## src/rtl/tcwave_pkg.sv

```systemverilog
package tcwave_pkg;

  typedef enum logic [2:0] {
    WG_NFRQ   = 3'd0,
    WG_MFRQ   = 3'd1,
    WG_NPWM   = 3'd2,
    WG_RSVD   = 3'd3,
    WG_DSCRIT = 3'd4,
    WG_DSBOT  = 3'd5,
    WG_DSBOTH = 3'd6,
    WG_DSTOP  = 3'd7
  } wg_mode_e;

  function automatic logic mode_is_dual(wg_mode_e m);
    logic [2:0] mv;
    mv = m;
    return mv[2];
  endfunction

endpackage

```

## src/rtl/tcwave_regs.sv

```systemverilog
module tcwave_regs
  import tcwave_pkg::*;
#(
  parameter int CW  = 16,
  parameter int NCH = 4,
  parameter int DW  = 16,
  parameter int AW  = 3
) (
  input  logic                     clk,
  input  logic                     rst_n,
  input  logic                     wr_en,
  input  logic [AW-1:0]            wr_addr,
  input  logic [DW-1:0]            wr_data,
  input  logic                     upd,
  output wg_mode_e                 mode_q,
  output logic                     circ_per_q,
  output logic [NCH-1:0]           pol_q,
  output logic [NCH-1:0]           circ_cmp_q,
  output logic [NCH-1:0]           swap_q,
  output logic [CW-1:0]            per_act_q,
  output logic [NCH-1:0][CW-1:0]   cc_act_q,
  output logic [NCH-1:0][CW-1:0]   cc_buf_q
);

  localparam int POL_LSB  = 4;
  localparam int CIRC_LSB = POL_LSB + NCH;
  localparam int SWAP_LSB = CIRC_LSB + NCH;
  localparam logic [AW-1:0] ADDR_CTRL = AW'(0);
  localparam logic [AW-1:0] ADDR_PER  = AW'(1);

  wg_mode_e                mode_n;
  logic                    circ_per_n;
  logic [NCH-1:0]          pol_n, circ_cmp_n, swap_n;
  logic [CW-1:0]           per_buf_q, per_buf_n, per_act_n;
  logic [NCH-1:0][CW-1:0]  cc_act_n, cc_buf_n;

  always_comb begin
    mode_n     = mode_q;
    circ_per_n = circ_per_q;
    pol_n      = pol_q;
    circ_cmp_n = circ_cmp_q;
    swap_n     = swap_q;
    per_buf_n  = per_buf_q;
    per_act_n  = per_act_q;
    cc_act_n   = cc_act_q;
    cc_buf_n   = cc_buf_q;

    // update point: buffers become active, optional copy-back
    if (upd) begin
      per_act_n = per_buf_q;
      if (circ_per_q) per_buf_n = per_act_q;
      for (int i = 0; i < NCH; i++) begin
        cc_act_n[i] = cc_buf_q[i];
        if (circ_cmp_q[i]) cc_buf_n[i] = cc_act_q[i];
      end
    end

    // a software write takes priority over copy-back
    if (wr_en) begin
      if (wr_addr == ADDR_CTRL) begin
        if (wr_data[2:0] != 3'(WG_RSVD)) mode_n = wg_mode_e'(wr_data[2:0]);
        circ_per_n = wr_data[3];
        pol_n      = wr_data[POL_LSB  +: NCH];
        circ_cmp_n = wr_data[CIRC_LSB +: NCH];
        swap_n     = wr_data[SWAP_LSB +: NCH];
      end
      if (wr_addr == ADDR_PER) per_buf_n = wr_data[CW-1:0];
      for (int i = 0; i < NCH; i++) begin
        if (wr_addr == AW'(i + 2)) cc_buf_n[i] = wr_data[CW-1:0];
      end
    end
  end

  always_ff @(posedge clk or negedge rst_n) begin
    if (!rst_n) begin
      mode_q     <= WG_NFRQ;
      circ_per_q <= 1'b0;
      pol_q      <= '0;
      circ_cmp_q <= '0;
      swap_q     <= '0;
      per_buf_q  <= '0;
      per_act_q  <= '0;
      cc_act_q   <= '0;
      cc_buf_q   <= '0;
    end else begin
      mode_q     <= mode_n;
      circ_per_q <= circ_per_n;
      pol_q      <= pol_n;
      circ_cmp_q <= circ_cmp_n;
      swap_q     <= swap_n;
      per_buf_q  <= per_buf_n;
      per_act_q  <= per_act_n;
      cc_act_q   <= cc_act_n;
      cc_buf_q   <= cc_buf_n;
    end
  end

endmodule

```

## src/rtl/tcwave_cnt.sv

```systemverilog
module tcwave_cnt
  import tcwave_pkg::*;
#(
  parameter int CW = 16
) (
  input  logic          clk,
  input  logic          rst_n,
  input  logic          en_i,
  input  wg_mode_e      mode_i,
  input  logic [CW-1:0] top_i,
  output logic [CW-1:0] cnt_q,
  output logic          dir_q,
  output logic          upd_o,
  output logic          evt_q
);

  logic          dual, at_top, at_zero;
  logic [CW-1:0] cnt_n;
  logic          dir_n, upd_c, evt_c;

  always_comb begin
    dual    = mode_is_dual(mode_i);
    at_top  = (cnt_q == top_i) && (!dual || !dir_q);
    at_zero = (cnt_q == '0);
    cnt_n   = cnt_q;
    dir_n   = dir_q;
    upd_c   = 1'b0;
    evt_c   = 1'b0;

    if (!dual) begin
      upd_c = at_top;
      evt_c = at_top;
      cnt_n = at_top ? '0 : cnt_q + CW'(1);
    end else begin
      if (at_zero) begin
        cnt_n = (top_i == '0) ? '0 : CW'(1);
        dir_n = 1'b0;
      end else if (at_top) begin
        cnt_n = top_i - CW'(1);
        dir_n = 1'b1;
      end else begin
        cnt_n = dir_q ? cnt_q - CW'(1) : cnt_q + CW'(1);
      end
      case (mode_i)
        WG_DSBOTH: begin
          upd_c = at_top | at_zero;
          evt_c = at_top | at_zero;
        end
        WG_DSTOP: begin
          upd_c = at_zero;
          evt_c = at_top;
        end
        default: begin
          upd_c = at_zero;
          evt_c = at_zero;
        end
      endcase
    end

    if (!en_i) begin
      cnt_n = cnt_q;
      dir_n = dir_q;
      upd_c = 1'b0;
      evt_c = 1'b0;
    end
    if (!dual) dir_n = 1'b0;
  end

  assign upd_o = upd_c;

  always_ff @(posedge clk or negedge rst_n) begin
    if (!rst_n) begin
      cnt_q <= '0;
      dir_q <= 1'b0;
      evt_q <= 1'b0;
    end else begin
      cnt_q <= cnt_n;
      dir_q <= dir_n;
      evt_q <= evt_c;
    end
  end

endmodule

```

## src/rtl/tcwave_chan.sv

```systemverilog
module tcwave_chan
  import tcwave_pkg::*;
#(
  parameter int CW = 16
) (
  input  logic          clk,
  input  logic          rst_n,
  input  logic          en_i,
  input  wg_mode_e      mode_i,
  input  logic          pol_i,
  input  logic [CW-1:0] cnt_i,
  input  logic          dir_i,
  input  logic [CW-1:0] cc_i,
  input  logic          upd_i,
  output logic          out_q
);

  logic match, out_n;

  always_comb begin
    match = en_i && (cnt_i == cc_i);
    out_n = out_q;
    case (mode_i)
      WG_NFRQ, WG_MFRQ: begin
        if (match) out_n = ~out_q;
      end
      WG_NPWM: begin
        if (match) out_n = pol_i;
        if (upd_i) out_n = ~pol_i;
      end
      default: begin
        if (match) out_n = pol_i ? dir_i : ~dir_i;
      end
    endcase
  end

  always_ff @(posedge clk or negedge rst_n) begin
    if (!rst_n) out_q <= 1'b0;
    else        out_q <= out_n;
  end

endmodule

```

## src/rtl/tcwave_omux.sv

```systemverilog
module tcwave_omux #(
  parameter int NCH = 4
) (
  input  logic [NCH-1:0]   ch_i,
  input  logic [NCH-1:0]   swap_i,
  output logic [2*NCH-1:0] wave_o
);

  for (genvar g = 0; g < NCH; g++) begin : g_pair
    logic lo_side, hi_side;
    assign lo_side       = ch_i[g];
    assign hi_side       = ~ch_i[g];
    assign wave_o[g]     = swap_i[g] ? hi_side : lo_side;
    assign wave_o[g+NCH] = swap_i[g] ? lo_side : hi_side;
  end

endmodule

```

## src/rtl/tcwave_gen.sv

```systemverilog
module tcwave_gen
  import tcwave_pkg::*;
#(
  parameter int CW  = 16,
  parameter int NCH = 4,
  localparam int CTRLW = 4 + 3 * NCH,
  localparam int DW    = (CW > CTRLW) ? CW : CTRLW,
  localparam int AW    = $clog2(NCH + 2),
  localparam int NOUT  = 2 * NCH
) (
  input  logic            clk,
  input  logic            rst_n,
  input  logic            wr_en,
  input  logic [AW-1:0]   wr_addr,
  input  logic [DW-1:0]   wr_data,
  input  logic            en,
  output logic [NOUT-1:0] wave_o,
  output logic            evt_o,
  output logic            dir_o
);

  logic [1:0] rst_sync;
  logic       rst_q;

  always_ff @(posedge clk or negedge rst_n) begin
    if (!rst_n) rst_sync <= 2'b00;
    else        rst_sync <= {rst_sync[0], 1'b1};
  end
  assign rst_q = rst_sync[1];

  wg_mode_e               mode_q;
  logic                   circ_per_q;
  logic [NCH-1:0]         pol_q, circ_cmp_q, swap_q;
  logic [CW-1:0]          per_act_q, top_val, cnt_q;
  logic [NCH-1:0][CW-1:0] cc_act_q, cc_buf_q;
  logic                   dir_q, upd, evt_q;
  logic [NCH-1:0]         ch_out;

  tcwave_regs #(.CW(CW), .NCH(NCH), .DW(DW), .AW(AW)) u_regs (
    .clk        (clk),
    .rst_n      (rst_q),
    .wr_en      (wr_en),
    .wr_addr    (wr_addr),
    .wr_data    (wr_data),
    .upd        (upd),
    .mode_q     (mode_q),
    .circ_per_q (circ_per_q),
    .pol_q      (pol_q),
    .circ_cmp_q (circ_cmp_q),
    .swap_q     (swap_q),
    .per_act_q  (per_act_q),
    .cc_act_q   (cc_act_q),
    .cc_buf_q   (cc_buf_q)
  );

  assign top_val = (mode_q == WG_MFRQ) ? cc_act_q[0] : per_act_q;

  tcwave_cnt #(.CW(CW)) u_cnt (
    .clk    (clk),
    .rst_n  (rst_q),
    .en_i   (en),
    .mode_i (mode_q),
    .top_i  (top_val),
    .cnt_q  (cnt_q),
    .dir_q  (dir_q),
    .upd_o  (upd),
    .evt_q  (evt_q)
  );

  for (genvar g = 0; g < NCH; g++) begin : g_ch
    tcwave_chan #(.CW(CW)) u_ch (
      .clk    (clk),
      .rst_n  (rst_q),
      .en_i   (en),
      .mode_i (mode_q),
      .pol_i  (pol_q[g]),
      .cnt_i  (cnt_q),
      .dir_i  (dir_q),
      .cc_i   (cc_act_q[g]),
      .upd_i  (upd),
      .out_q  (ch_out[g])
    );
  end

  tcwave_omux #(.NCH(NCH)) u_omux (
    .ch_i   (ch_out),
    .swap_i (swap_q),
    .wave_o (wave_o)
  );

  assign evt_o = evt_q;
  assign dir_o = dir_q;

endmodule

```

## config.mk

```make
export PLATFORM = sky130hd
export DESIGN_NAME = tcwave_gen
export DESIGN_NICKNAME = d
export VERILOG_FILES = /design/src/rtl/tcwave_pkg.sv /design/src/rtl/tcwave_regs.sv /design/src/rtl/tcwave_cnt.sv /design/src/rtl/tcwave_chan.sv /design/src/rtl/tcwave_omux.sv /design/src/rtl/tcwave_gen.sv
export SDC_FILE = /design/constraint.sdc
export NUM_CORES = 1
export LEC_CHECK = 0
export BUFFER_PORTS_ARGS = -buffer_cell sky130_fd_sc_hd__buf_2
export CAP_MARGIN = 40
export CORE_MARGIN = 2
export CORE_UTILIZATION = 70
export CTS_BUF_LIST = sky130_fd_sc_hd__clkbuf_2
export DETAILED_ROUTE_END_ITERATION = 12
export GPL_TIMING_DRIVEN = 1
export PLACE_DENSITY = 0.95
export SLEW_MARGIN = 20
export SYNTH_ARGS = -nofsm -noshare
export SYNTH_HDL_FRONTEND = slang
export SYNTH_HIERARCHICAL = 1
export SYNTH_SLANG_ARGS = --single-unit
```

## constraint.sdc

```tcl
create_clock -name clk -period 14.4 [get_ports clk]
set_clock_uncertainty 0.1 [all_clocks]
set_input_delay 1.44 -clock clk [delete_from_list [all_inputs] [get_ports clk]]
set_output_delay 1.44 -clock clk [all_outputs]
set_load 0.02 [all_outputs]
```

==> impl_metrics.env, run 1 <==
export IMPL_tightest_slew_ps=871.0
export IMPL_synthSimpleGateAreaFrac_pct=12.14
export IMPL_antenna_left=0
export IMPL_grt_pass1_vias=8461
export IMPL_cts_tree="done"
export IMPL_pwr_density_cell_mw_per_mm2=124.3
export IMPL_fin_nets=1051
export IMPL_p_leak_uw=0.005394
export IMPL_wirelength_mm=28.95
export IMPL_die_area_mm2=0.01686
export IMPL_cp_arrival_ps=6710
export IMPL_yosysUniqueCellTypes=65
export IMPL_synthCells=1019
export IMPL_cts_resized=0
export IMPL_dr_pass1_iters=6
export IMPL_ctsLongestPathBuffers=2
export IMPL_grtUsageMet3_pct=9.102
export IMPL_max_freq_mhz=165.0
export IMPL_clock_latency_ps=840
export IMPL_synth_compound_area_share_pct=8.272
export IMPL_critical_path_required_ps=15050
export IMPL_synth_top_family_by_area="multiplexers"
export IMPL_async_flop_share_pct=100.0
export IMPL_final_util_pct=73.60
export IMPL_wl_per_cell_um=23.13
export IMPL_post_route_drc_count=0
export IMPL_setup_slack_ps=8339
export IMPL_syn_avg_cell_area_um2=10.88
export IMPL_crit_family="simple AND/OR/NAND/NOR gates"
export IMPL_path_buf_inv=2
export IMPL_cp_max_fo=57
export IMPL_n_antenna_cell=0
export IMPL_status="finished clean"
export IMPL_design_area_mm2=0.01152
export IMPL_synth_xor_area_share_pct=10.03
export IMPL_root_buffer="clkbuf_2"
export IMPL_numCtsBuffers=17
export IMPL_cts_hold_buf=0
export IMPL_clk_pin_slew_ps=280
export IMPL_drv_slew=0
export IMPL_htree_levels=4
export IMPL_period_share_pct=42.09
export IMPL_place_area_mm2=0.01131
export IMPL_peakVddDrop_v=0.0001121
export IMPL_power_uw=1432
export IMPL_cpMostUsedCell="buf_4"
export IMPL_cp_end_kind="flip-flop"
export IMPL_synth_area_mux_share_pct=20.20
export IMPL_synth_fa_ha_area_share_pct=0.5643
export IMPL_die_h_um=129.9
export IMPL_cts_setup_buffers=0
export IMPL_setup_violations=0
export IMPL_num_rows=46
export IMPL_grtUsageMet2_pct=57.50
export IMPL_fin_setup_tns_ps=0
export IMPL_synth_edff_count=0
export IMPL_clock_sinks=200
export IMPL_yosysWarnings=6
export IMPL_dr_first_iter_drc_count=1193
export IMPL_ys_seq_elements=200
export IMPL_syn_num_nets=1047
export IMPL_syn_area_mm2=0.01109
export IMPL_use_met1_pct=45.56
export IMPL_grt_usage_pct=36.15
export IMPL_rsz0062_at_grt="false"
export IMPL_maxCapViolations=0
export IMPL_avgViaCountPerCell=6.771
export IMPL_grt_busiest_layer="met2"
export IMPL_slew_headroom_pct=41.94
export IMPL_start_util_pct=70.82
export IMPL_vias=8477
export IMPL_dp_slack_ps=8550
export IMPL_io_pins=33
export IMPL_min_period_ps=6061
export IMPL_syn_to_final_growth_pct=3.927
export IMPL_critPathMaxStageDelay_ps=750
export IMPL_ys_flop_type="dfrtp_1"
export IMPL_dp_hpwl_mm=18.97
export IMPL_core_mm2=0.01566
export IMPL_grt_max_degree=58
export IMPL_crit_type="reg -> reg"
export IMPL_crit_slowest_cell="nor3b_4"
export IMPL_portBuffers=32
export IMPL_grt_pass1_wl_mm=45.42
export IMPL_drive_gt1_share_pct=20.66
export IMPL_antenna_found_initial=0
export IMPL_hold_path_class="reg -> async"
export IMPL_cp_cell_sequence="nor3b_4 -> mux2_2 -> xnor2_1 -> nand4_1 -> nor4_4 -> and2_1 -> o21ai_1 -> a21oi_4 -> buf_4 -> buf_4 -> nor4bb_1 -> a31oi_1 -> mux2_1"
export IMPL_yosysSeqAreaShare_pct=45.14
export IMPL_start_kind="flip-flop"
export IMPL_place_gp_congestion=0.9490
export IMPL_die_x_um=129.9
export IMPL_finalHoldViolations=0
export IMPL_overflow=0
[worst reg2reg max path, delay by kind of cell (launching register included)]
family	cells	cell delay, ps
simple gates	5	2380
mux	2	840
xor+xnor	1	210
flops	1	740
buf+inv	2	1250
compound gates	3	490
[cell usage in the layout, fill, tap and decap left out, types with 6 or more instances in the layout]
master	Yosys	routed
a21oi_1	50	49
a22oi_1	6	6
a31oi_1	9	9
buf_2	28	32
buf_4	5	11
clkbuf_2	0	17
clkinvlp_4	0	6
dfrtp_1	200	199
inv_1	11	11
mux2_2	110	110
mux2i_1	94	94
nand2_1	63	63
nand3_1	26	26
nand4_1	19	19
nand4b_1	6	6
nor2_1	67	67
nor3_1	12	12
nor4_1	12	12
o211ai_1	7	7
o21ai_0	51	51
o21ai_1	7	7
o22ai_1	7	7
xnor2_1	105	105
xor2_1	22	22
[state kept, by name, summed over array words and instances (netlist names), 2 cells and up]
name	count
g_ch.u_ch/out_q	4
rst_sync	2
u_cnt/cnt_q	16
u_regs/cc_act_q	64
u_regs/cc_buf_q	64
u_regs/circ_cmp_q	4
u_regs/mode_q	3
u_regs/per_act_q	16
u_regs/per_buf_q	16
u_regs/pol_q	4
u_regs/swap_q	4
[path summary, 6_finish.rpt]
kind	start	end	depth (start not counted)	slack, ps
min in group clk	rst_sync[0]$_DFF_PN0_	rst_sync[1]$_DFF_PN0_	0	310
min reg2reg	rst_sync[1]$_DFF_PN0_	u_regs/circ_per_q$_DFFE_PN0P_	0	180
max	u_regs/mode_q[0]$_DFFE_PN0P_	g_ch[2].u_ch/out_q$_DFFE_PN0P_	13	8340
max reg2reg	u_regs/mode_q[0]$_DFFE_PN0P_	g_ch[2].u_ch/out_q$_DFFE_PN0P_	13	8340
max in group asynchronous	rst_sync[1]$_DFF_PN0_	u_regs/cc_buf_q[11]$_DFF_PN0_	3	12700
min	rst_sync[1]$_DFF_PN0_	u_regs/circ_per_q$_DFFE_PN0P_	0	180
[cells in the mapped netlist, types with 9 or more instances]
master      n  area (µm²)
nand2_1    63       236.5
nor4_1     12       75.07
o21ai_0    51       255.2
mux2i_1    94       940.9
nor2_1     67       251.5
xnor2_1   105       919.6
xor2_1     22       192.7
nor3_1     12       60.06
a31oi_1     9       56.30
clkbuf_1   18       67.56
mux2_2    110        1239
buf_2      28       140.1
a21oi_1    50       250.2
nand3_1    26       130.1
nand4_1    19       118.9
dfrtp_1   200        5005
inv_1      11       41.29
[per-layer routing]
metal  share of wire, %  vias up  wire length, µm
met3                 10      134             2893
li1                   -     3638                -
met4                5.5        0             1598
met1                 37     4134            10730
met2                 47      571            13740
met5                  0        -                0
[report_power, final]
| part | internal [µW] | switching [µW] |
|---|---|---|
| clock | 48.0 | 201 |
| sequential | 635 | 160 |
| combinational | 184 | 203 |
[area by class of cell]
class	count	area (µm²)
multi-input cells	748	5702
flip-flops and latches	200	5009
well taps	216	270.3
clock inverters	15	125.1
repair buffers	45	290.3
clock buffers	17	85.08
inverters	11	41.29
fillers	984	4133
[cells by family (layout without fill, tap and decap cells)]
kind of cell	after synthesis	after routing
and+or+nand+nor	249	249
other	1	1
muxes	209	209
buffers and inverters	71	88
AOI/OAI and AO/OA	157	157
xor gates and xnor gates	127	127
adders and majority gates	5	5
DFF	200	200
[metrics by stage]
step	hold slack [ps]	cells
after floorplan	231.2	1019
after global placement	244.1	1218
after detailed placement	174.3	1220
after CTS	166.7	1252
after global routing	159.0	1252
final	184.3	1252
(Power assumes the default switching activity.)
==> run 2, diff against run 1 <==
--- a/config.mk
+++ b/config.mk
@@ -5,14 +5,15 @@
 export SDC_FILE = /design/constraint.sdc
 export NUM_CORES = 1
 export LEC_CHECK = 0
+export ABC_AREA = 1
 export BUFFER_PORTS_ARGS = -buffer_cell sky130_fd_sc_hd__buf_2
 export CAP_MARGIN = 40
 export CORE_MARGIN = 2
-export CORE_UTILIZATION = 70
+export CORE_UTILIZATION = 65
 export CTS_BUF_LIST = sky130_fd_sc_hd__clkbuf_2
 export DETAILED_ROUTE_END_ITERATION = 12
 export GPL_TIMING_DRIVEN = 1
-export PLACE_DENSITY = 0.95
+export PLACE_DENSITY = 0.9
 export SLEW_MARGIN = 20
 export SYNTH_ARGS = -nofsm -noshare
 export SYNTH_HDL_FRONTEND = slang
==> constraint.sdc (replaced) <==
create_clock -name clk -period 6.05 [get_ports clk]
set_clock_uncertainty 0.1 [all_clocks]
set_input_delay 0.605 -clock clk [delete_from_list [all_inputs] [get_ports clk]]
set_output_delay 0.605 -clock clk [all_outputs]
set_load 0.02 [all_outputs]
==> impl_metrics.env, run 2 <==
export IMPL_crit_family="simple AND/OR/NAND/NOR gates"
export IMPL_critPathMaxStageDelay_ps=870
export IMPL_antenna_found_initial=1
export IMPL_yosysMostFrequentCell="nand2_1"
export IMPL_cp_max_fo=28
export IMPL_syn_avg_cell_area_um2=6.680
export IMPL_dr_first_iter_drc_count=1398
export IMPL_pwr_density_cell_mw_per_mm2=445.1
export IMPL_hold_path_class="in -> reg"
export IMPL_syn_num_nets=1946
export IMPL_place_inst=2161
export IMPL_instances_no_fill=2212
export IMPL_cp_end_kind="flip-flop"
export IMPL_portBuffers=32
export IMPL_synth_edff_count=0
export IMPL_timing_hold_ws_ps=71.49
export IMPL_num_rows=51
export IMPL_post_route_drc_count=0
export IMPL_ys_flop_type="dfrtp_1"
export IMPL_start_kind="flip-flop"
export IMPL_path_buf_inv=4
export IMPL_slew_headroom_pct=40.51
export IMPL_antenna_left=0
export IMPL_drive_gt1_share_pct=9.558
export IMPL_die_x_um=144.4
export IMPL_synth_area_top_cells="dfrtp_1 39%, nand2_1 22%, inv_1 6.5%"
export IMPL_crit_slowest_cell="dfrtp_1"
export IMPL_cp_cell_sequence="inv_2 -> nand3_4 -> nand2_1 -> nand2_1 -> inv_1 -> nand2_1 -> nand2_1 -> nor2_1 -> nand2_1 -> nor2_8 -> nand3_4 -> clkinv_1 -> nand2_1 -> a21oi_4 -> nand2_2 -> inv_2 -> nand2_1 -> nand3_1 -> nand2_1"
export IMPL_clock_sinks=200
export IMPL_grt_usage_pct=36.00
export IMPL_grt_pass1_vias=11230
export IMPL_ys_seq_elements=200
export IMPL_critical_path_required_ps=6680
export IMPL_start_util_pct=66.05
export IMPL_synth_top_area_share_pct=39.06
export IMPL_root_buffer="clkbuf_2"
export IMPL_final_common_cell="nand2_1"
export IMPL_regArea_mm2=0.005009
export IMPL_die_h_um=144.4
export IMPL_maxCapViolations=0
export IMPL_final_util_pct=69.39
export IMPL_reg_largest_list="u_regs/cc_act_q (64), u_regs/cc_buf_q (64)"
export IMPL_wirelength_mm=36.77
export IMPL_overflow=0
export IMPL_max_freq_mhz=207.1
export IMPL_fin_setup_tns_ps=0
export IMPL_post_synth_top_area_cell="dfrtp_1"
export IMPL_p_leak_uw=0.007351
export IMPL_clock_latency_ps=790
export IMPL_yosysUniqueCellTypes=35
export IMPL_htree_levels=4
export IMPL_final_cell_mix="761 x nand2_1, 223 x inv_1, 211 x nor2_1"
export IMPL_cp_arrival_ps=5460
export IMPL_status="finished clean"
export IMPL_grt_pass1_wl_mm=57.39
export IMPL_die_area_mm2=0.02085
export IMPL_multi_input_area_mm2=0.006431
export IMPL_n_fill_cell=1660
export IMPL_async_flop_share_pct=100.0
export IMPL_numCtsBuffers=17
export IMPL_clk_pin_slew_ps=310
export IMPL_syn_area_mm2=0.01281
export IMPL_dr_pass1_iters=5
export IMPL_cts_tree="done"
export IMPL_design_area_mm2=0.01346
export IMPL_setup_violations=0
export IMPL_place_gp_congestion=1.010
export IMPL_synthCells=1918
export IMPL_grt_max_degree=164
export IMPL_cpMostUsedCell="nand2_1"
export IMPL_ctsLongestPathBuffers=2
export IMPL_peakVddDrop_v=0.0003153
export IMPL_cts_setup_buffers=0
export IMPL_tightest_slew_ps=892.4
export IMPL_rsz0062_at_grt="false"
export IMPL_cts_resized=0
export IMPL_wl_per_cell_um=16.62
export IMPL_syn_to_final_growth_pct=5.059
export IMPL_io_pins=33
export IMPL_yosysWarnings=6
export IMPL_yosysSeqAreaShare_pct=39.06
export IMPL_drv_slew=0
export IMPL_min_period_ps=4829
export IMPL_period_share_pct=79.81
export IMPL_fin_nets=1961
export IMPL_place_area_mm2=0.01302
export IMPL_avgViaCountPerCell=5.635
export IMPL_crit_type="reg -> reg"
export IMPL_vias=12470
export IMPL_synth_common_cells="761 x nand2_1, 223 x inv_1, 211 x nor2_1, 200 x dfrtp_1, 162 x nand3_1"
export IMPL_core_mm2=0.01940
export IMPL_finalHoldViolations=0
export IMPL_dp_hpwl_mm=24.74
[run 2: stage by stage]
step,setup slack [ps],total power [µW]
6_report,1221,5991
5_1_grt,855.2,6485
4_1_cts,1405,5902
3_5_place_dp,1452,5206
3_3_place_gp,1591,5065
2_1_floorplan,2312,4458
[run 2: worst paths after layout]
kind                                               from                               end  slack, ps  cells after the start
min in group asynchronous         rst_sync[1]$_DFF_PN0_  u_regs/per_act_q[15]$_DFFE_PN0P_        230                      0
max in group asynchronous         rst_sync[1]$_DFF_PN0_   u_regs/cc_act_q[30]$_DFFE_PN0P_       4320                      1
setup reg to reg           u_regs/mode_q[2]$_DFFE_PN0P_     u_regs/cc_buf_q[51]$_DFF_PN0_       1220                     19
hold / removal                               wr_data[7]     u_regs/per_buf_q[7]$_DFF_PN0_         70                      3
hold reg to reg                   rst_sync[1]$_DFF_PN0_  u_regs/per_act_q[15]$_DFFE_PN0P_        230                      0
setup / recovery           u_regs/mode_q[2]$_DFFE_PN0P_     u_regs/cc_buf_q[51]$_DFF_PN0_       1220                     19
[run 2: tightest hold or removal path: cells and delay by family]
family	cells	cell delay, ps
simple gates	2	150
buf+inv	1	200
[run 2: cells by family after synthesis]
family          synth area share [%]
fa+ha+maj                     0.4883
simple gates                   39.93
buf+inv                        10.83
flops                          39.06
compound gates                 3.701
mux                            2.813
other cells                  0.02927
xor+xnor                       3.144
[run 2: timing repair]
| item | in CTS | in global routing |
|---|---|---|
| endpoints found under the hold margin | 27 | 7 |
| hold buffers | 14 | 3 |
| setup endpoints to repair | 0 | 0 |
[run 2: metal layers]
layer	GRT usage (%)	part of all wire (%)
met1	48.35	39
met2	56.15	45
met3	8.709	12
met4	15.02	4.2
met5	0	0
[run 2: layout make-up]
type                            count  area share, %
Clock buffer                       18         0.6693
Tap cell                          265          2.463
Timing Repair Buffer               65          3.523
Antenna cell                        1        0.01859
Inverter                          254          7.083
Sequential cell                   200          37.21
Multi-Input combinational cell   1395          47.78
Clock inverter                     14          1.255
[run 2: where the power goes]
part | switching (µW) | internal [µW]
clock | 491 | 205
sequential | 628 | 1910
combinational | 1750 | 1010
==> run 3, diff against run 2 <==
--- a/config.mk
+++ b/config.mk
@@ -5,7 +5,7 @@
 export SDC_FILE = /design/constraint.sdc
 export NUM_CORES = 1
 export LEC_CHECK = 0
-export ABC_AREA = 1
+export ABC_AREA = 0
 export BUFFER_PORTS_ARGS = -buffer_cell sky130_fd_sc_hd__buf_2
 export CAP_MARGIN = 40
 export CORE_MARGIN = 2
@@ -13,7 +13,7 @@
 export CTS_BUF_LIST = sky130_fd_sc_hd__clkbuf_2
 export DETAILED_ROUTE_END_ITERATION = 12
 export GPL_TIMING_DRIVEN = 1
-export PLACE_DENSITY = 0.9
+export PLACE_DENSITY = 0.91
 export SLEW_MARGIN = 20
 export SYNTH_ARGS = -nofsm -noshare
 export SYNTH_HDL_FRONTEND = slang
==> constraint.sdc (replaced) <==
create_clock -name clk -period 4.87 [get_ports clk]
set_clock_uncertainty 0.1 [all_clocks]
set_input_delay 0.487 -clock clk [delete_from_list [all_inputs] [get_ports clk]]
set_output_delay 0.487 -clock clk [all_outputs]
set_load 0.02 [all_outputs]
==> impl_metrics.env, run 3 (synthesized netlist as in run 1, its figures left out) <==
export IMPL_die_area_mm2=0.01812
export IMPL_start_util_pct=66.62
export IMPL_tightest_slew_ps=809.7
export IMPL_grt_usage_pct=34.04
export IMPL_pwr_density_cell_mw_per_mm2=372.7
export IMPL_cpMostUsedCell="buf_4"
export IMPL_status="finished clean"
export IMPL_cp_cell_sequence="nor3b_4 -> buf_12 -> buf_4 -> mux2_2 -> xnor2_1 -> nand4_1 -> nor4_4 -> and2_1 -> buf_4 -> o21ai_1 -> a21oi_4 -> buf_4 -> nand2_2 -> mux2i_1 -> o21ai_0"
export IMPL_period_share_pct=93.27
export IMPL_grt_max_degree=150
export IMPL_syn_to_final_growth_pct=6.963
export IMPL_numCtsBuffers=17
export IMPL_critical_path_required_ps=5460
export IMPL_ctsLongestPathBuffers=2
export IMPL_path_buf_inv=4
export IMPL_dr_first_iter_drc_count=1037
export IMPL_wirelength_mm=29.95
export IMPL_num_rows=47
export IMPL_cp_arrival_ps=5130
export IMPL_dp_hpwl_mm=17.99
export IMPL_htree_levels=4
export IMPL_cp_max_fo=35
export IMPL_n_antenna_cell=0
export IMPL_vias=8423
export IMPL_antenna_found_initial=1
export IMPL_drv_slew=0
export IMPL_start_kind="flip-flop"
export IMPL_wl_per_cell_um=23.25
export IMPL_post_route_drc_count=0
export IMPL_crit_family="simple AND/OR/NAND/NOR gates"
export IMPL_critPathMaxStageDelay_ps=490
export IMPL_clk_pin_slew_ps=290
export IMPL_die_h_um=134.6
export IMPL_dr_pass1_iters=6
export IMPL_max_freq_mhz=220.2
export IMPL_final_common_cell="dfrtp_1"
export IMPL_finalHoldViolations=0
export IMPL_grt_pass1_wl_mm=46.44
export IMPL_setup_slack_ps=327.7
export IMPL_io_pins=33
export IMPL_antenna_left=0
export IMPL_drive_gt1_share_pct=21.35
export IMPL_final_cell_mix="199 x dfrtp_1, 110 x mux2_2, 105 x xnor2_1"
export IMPL_clock_sinks=200
export IMPL_cp_end_kind="flip-flop"
export IMPL_setup_violations=0
export IMPL_p_leak_uw=0.005576
export IMPL_crit_slowest_cell="dfrtp_1"
export IMPL_rsz0062_at_grt="false"
export IMPL_min_period_ps=4542
export IMPL_cts_tree="done"
export IMPL_hold_path_class="in -> reg"
export IMPL_portBuffers=32
export IMPL_reg_largest_list="u_regs/cc_act_q (64), u_regs/cc_buf_q (64)"
export IMPL_root_buffer="clkbuf_2"
export IMPL_overflow=0
export IMPL_fin_nets=1083
export IMPL_peakVddDrop_v=0.0003612
export IMPL_grt_pass1_vias=8453
export IMPL_maxCapViolations=0
export IMPL_crit_type="reg -> reg"
export IMPL_clock_latency_ps=830
export IMPL_core_mm2=0.01664
export IMPL_fin_setup_tns_ps=0
export IMPL_die_x_um=134.6
export IMPL_slew_headroom_pct=46.02
export IMPL_avgViaCountPerCell=6.540
export IMPL_dp_slack_ps=254.4
export IMPL_place_gp_congestion=0.9243
==> run 3: cell type report <==
cell class,count,area (µm²)
flip-flops and latches,200,5009
fillers,1061,4783
clock inverters,15,166.4
well taps,220,275.3
repair buffers,77,580.6
inverters,11,41.29
multi-input cells,748,5702
clock buffers,17,85.08
==> run 3: path summary, 6_finish.rpt <==
kind | start | to | slack [ps] | cells after the start
setup / recovery | u_regs/mode_q[2]$_DFFE_PN0P_ | u_regs/per_buf_q[1]$_DFF_PN0_ | 330 | 15
setup reg to reg | u_regs/mode_q[2]$_DFFE_PN0P_ | u_regs/per_buf_q[1]$_DFF_PN0_ | 330 | 15
hold / removal | en | u_cnt/cnt_q[0]$_DFFE_PN0P_ | 120 | 4
max in group asynchronous | rst_sync[1]$_DFF_PN0_ | u_cnt/cnt_q[8]$_DFFE_PN0P_ | 3060 | 1
min in group asynchronous | rst_sync[1]$_DFF_PN0_ | u_regs/cc_act_q[37]$_DFFE_PN0P_ | 260 | 0
hold reg to reg | rst_sync[1]$_DFF_PN0_ | u_regs/cc_act_q[37]$_DFFE_PN0P_ | 260 | 0
==> run 3: tightest hold or removal path, cell delays in order <==
cell and delay, ps:
buf_2 100, buf_4 230, nor2_1 140, a31oi_1 50
==> run 3: repair_timing <==
item,in CTS,in global routing
resized for setup,0,0
hold buffers,18,0
endpoints found under the setup margin,0,32
setup buffers,0,5
hold endpoints to repair,96,0
==> run 3: through the flow <==
stage / utilization, % / cell area (µm²) / hold slack (ps) / power, µW / cells
finish: 71.26 / 11860 / 118.8 / 4420 / 1288
global route: 71.26 / 11860 / 82.67 / 4597 / 1288
CTS: 70.96 / 11810 / 47.07 / 4332 / 1283
detailed placement: 68.36 / 11380 / 181.4 / 3501 / 1233
global placement: 68.36 / 11380 / 172.0 / 3428 / 1233
floorplan: - / 11090 / 91.41 / 3091 / 1019
==> run 3: layer usage <==
metal	wire, µm	global-route usage [%]	vias up
met5	13	0	-
met4	1667	19.42	2
met3	2534	6.907	124
met2	14210	54.31	439
met1	11530	43.68	4163
li1	-	-	3695
==> run 3: where the power goes <==
| part | leakage, µW | switching (µW) | total (µW) | internal (µW) |
|---|---|---|---|---|
| clock | 0.000149 | 641 | 851 | 210 |
| sequential | 0.00256 | 334 | 2220 | 1880 |
| combinational | 0.00287 | 756 | 1350 | 598 |
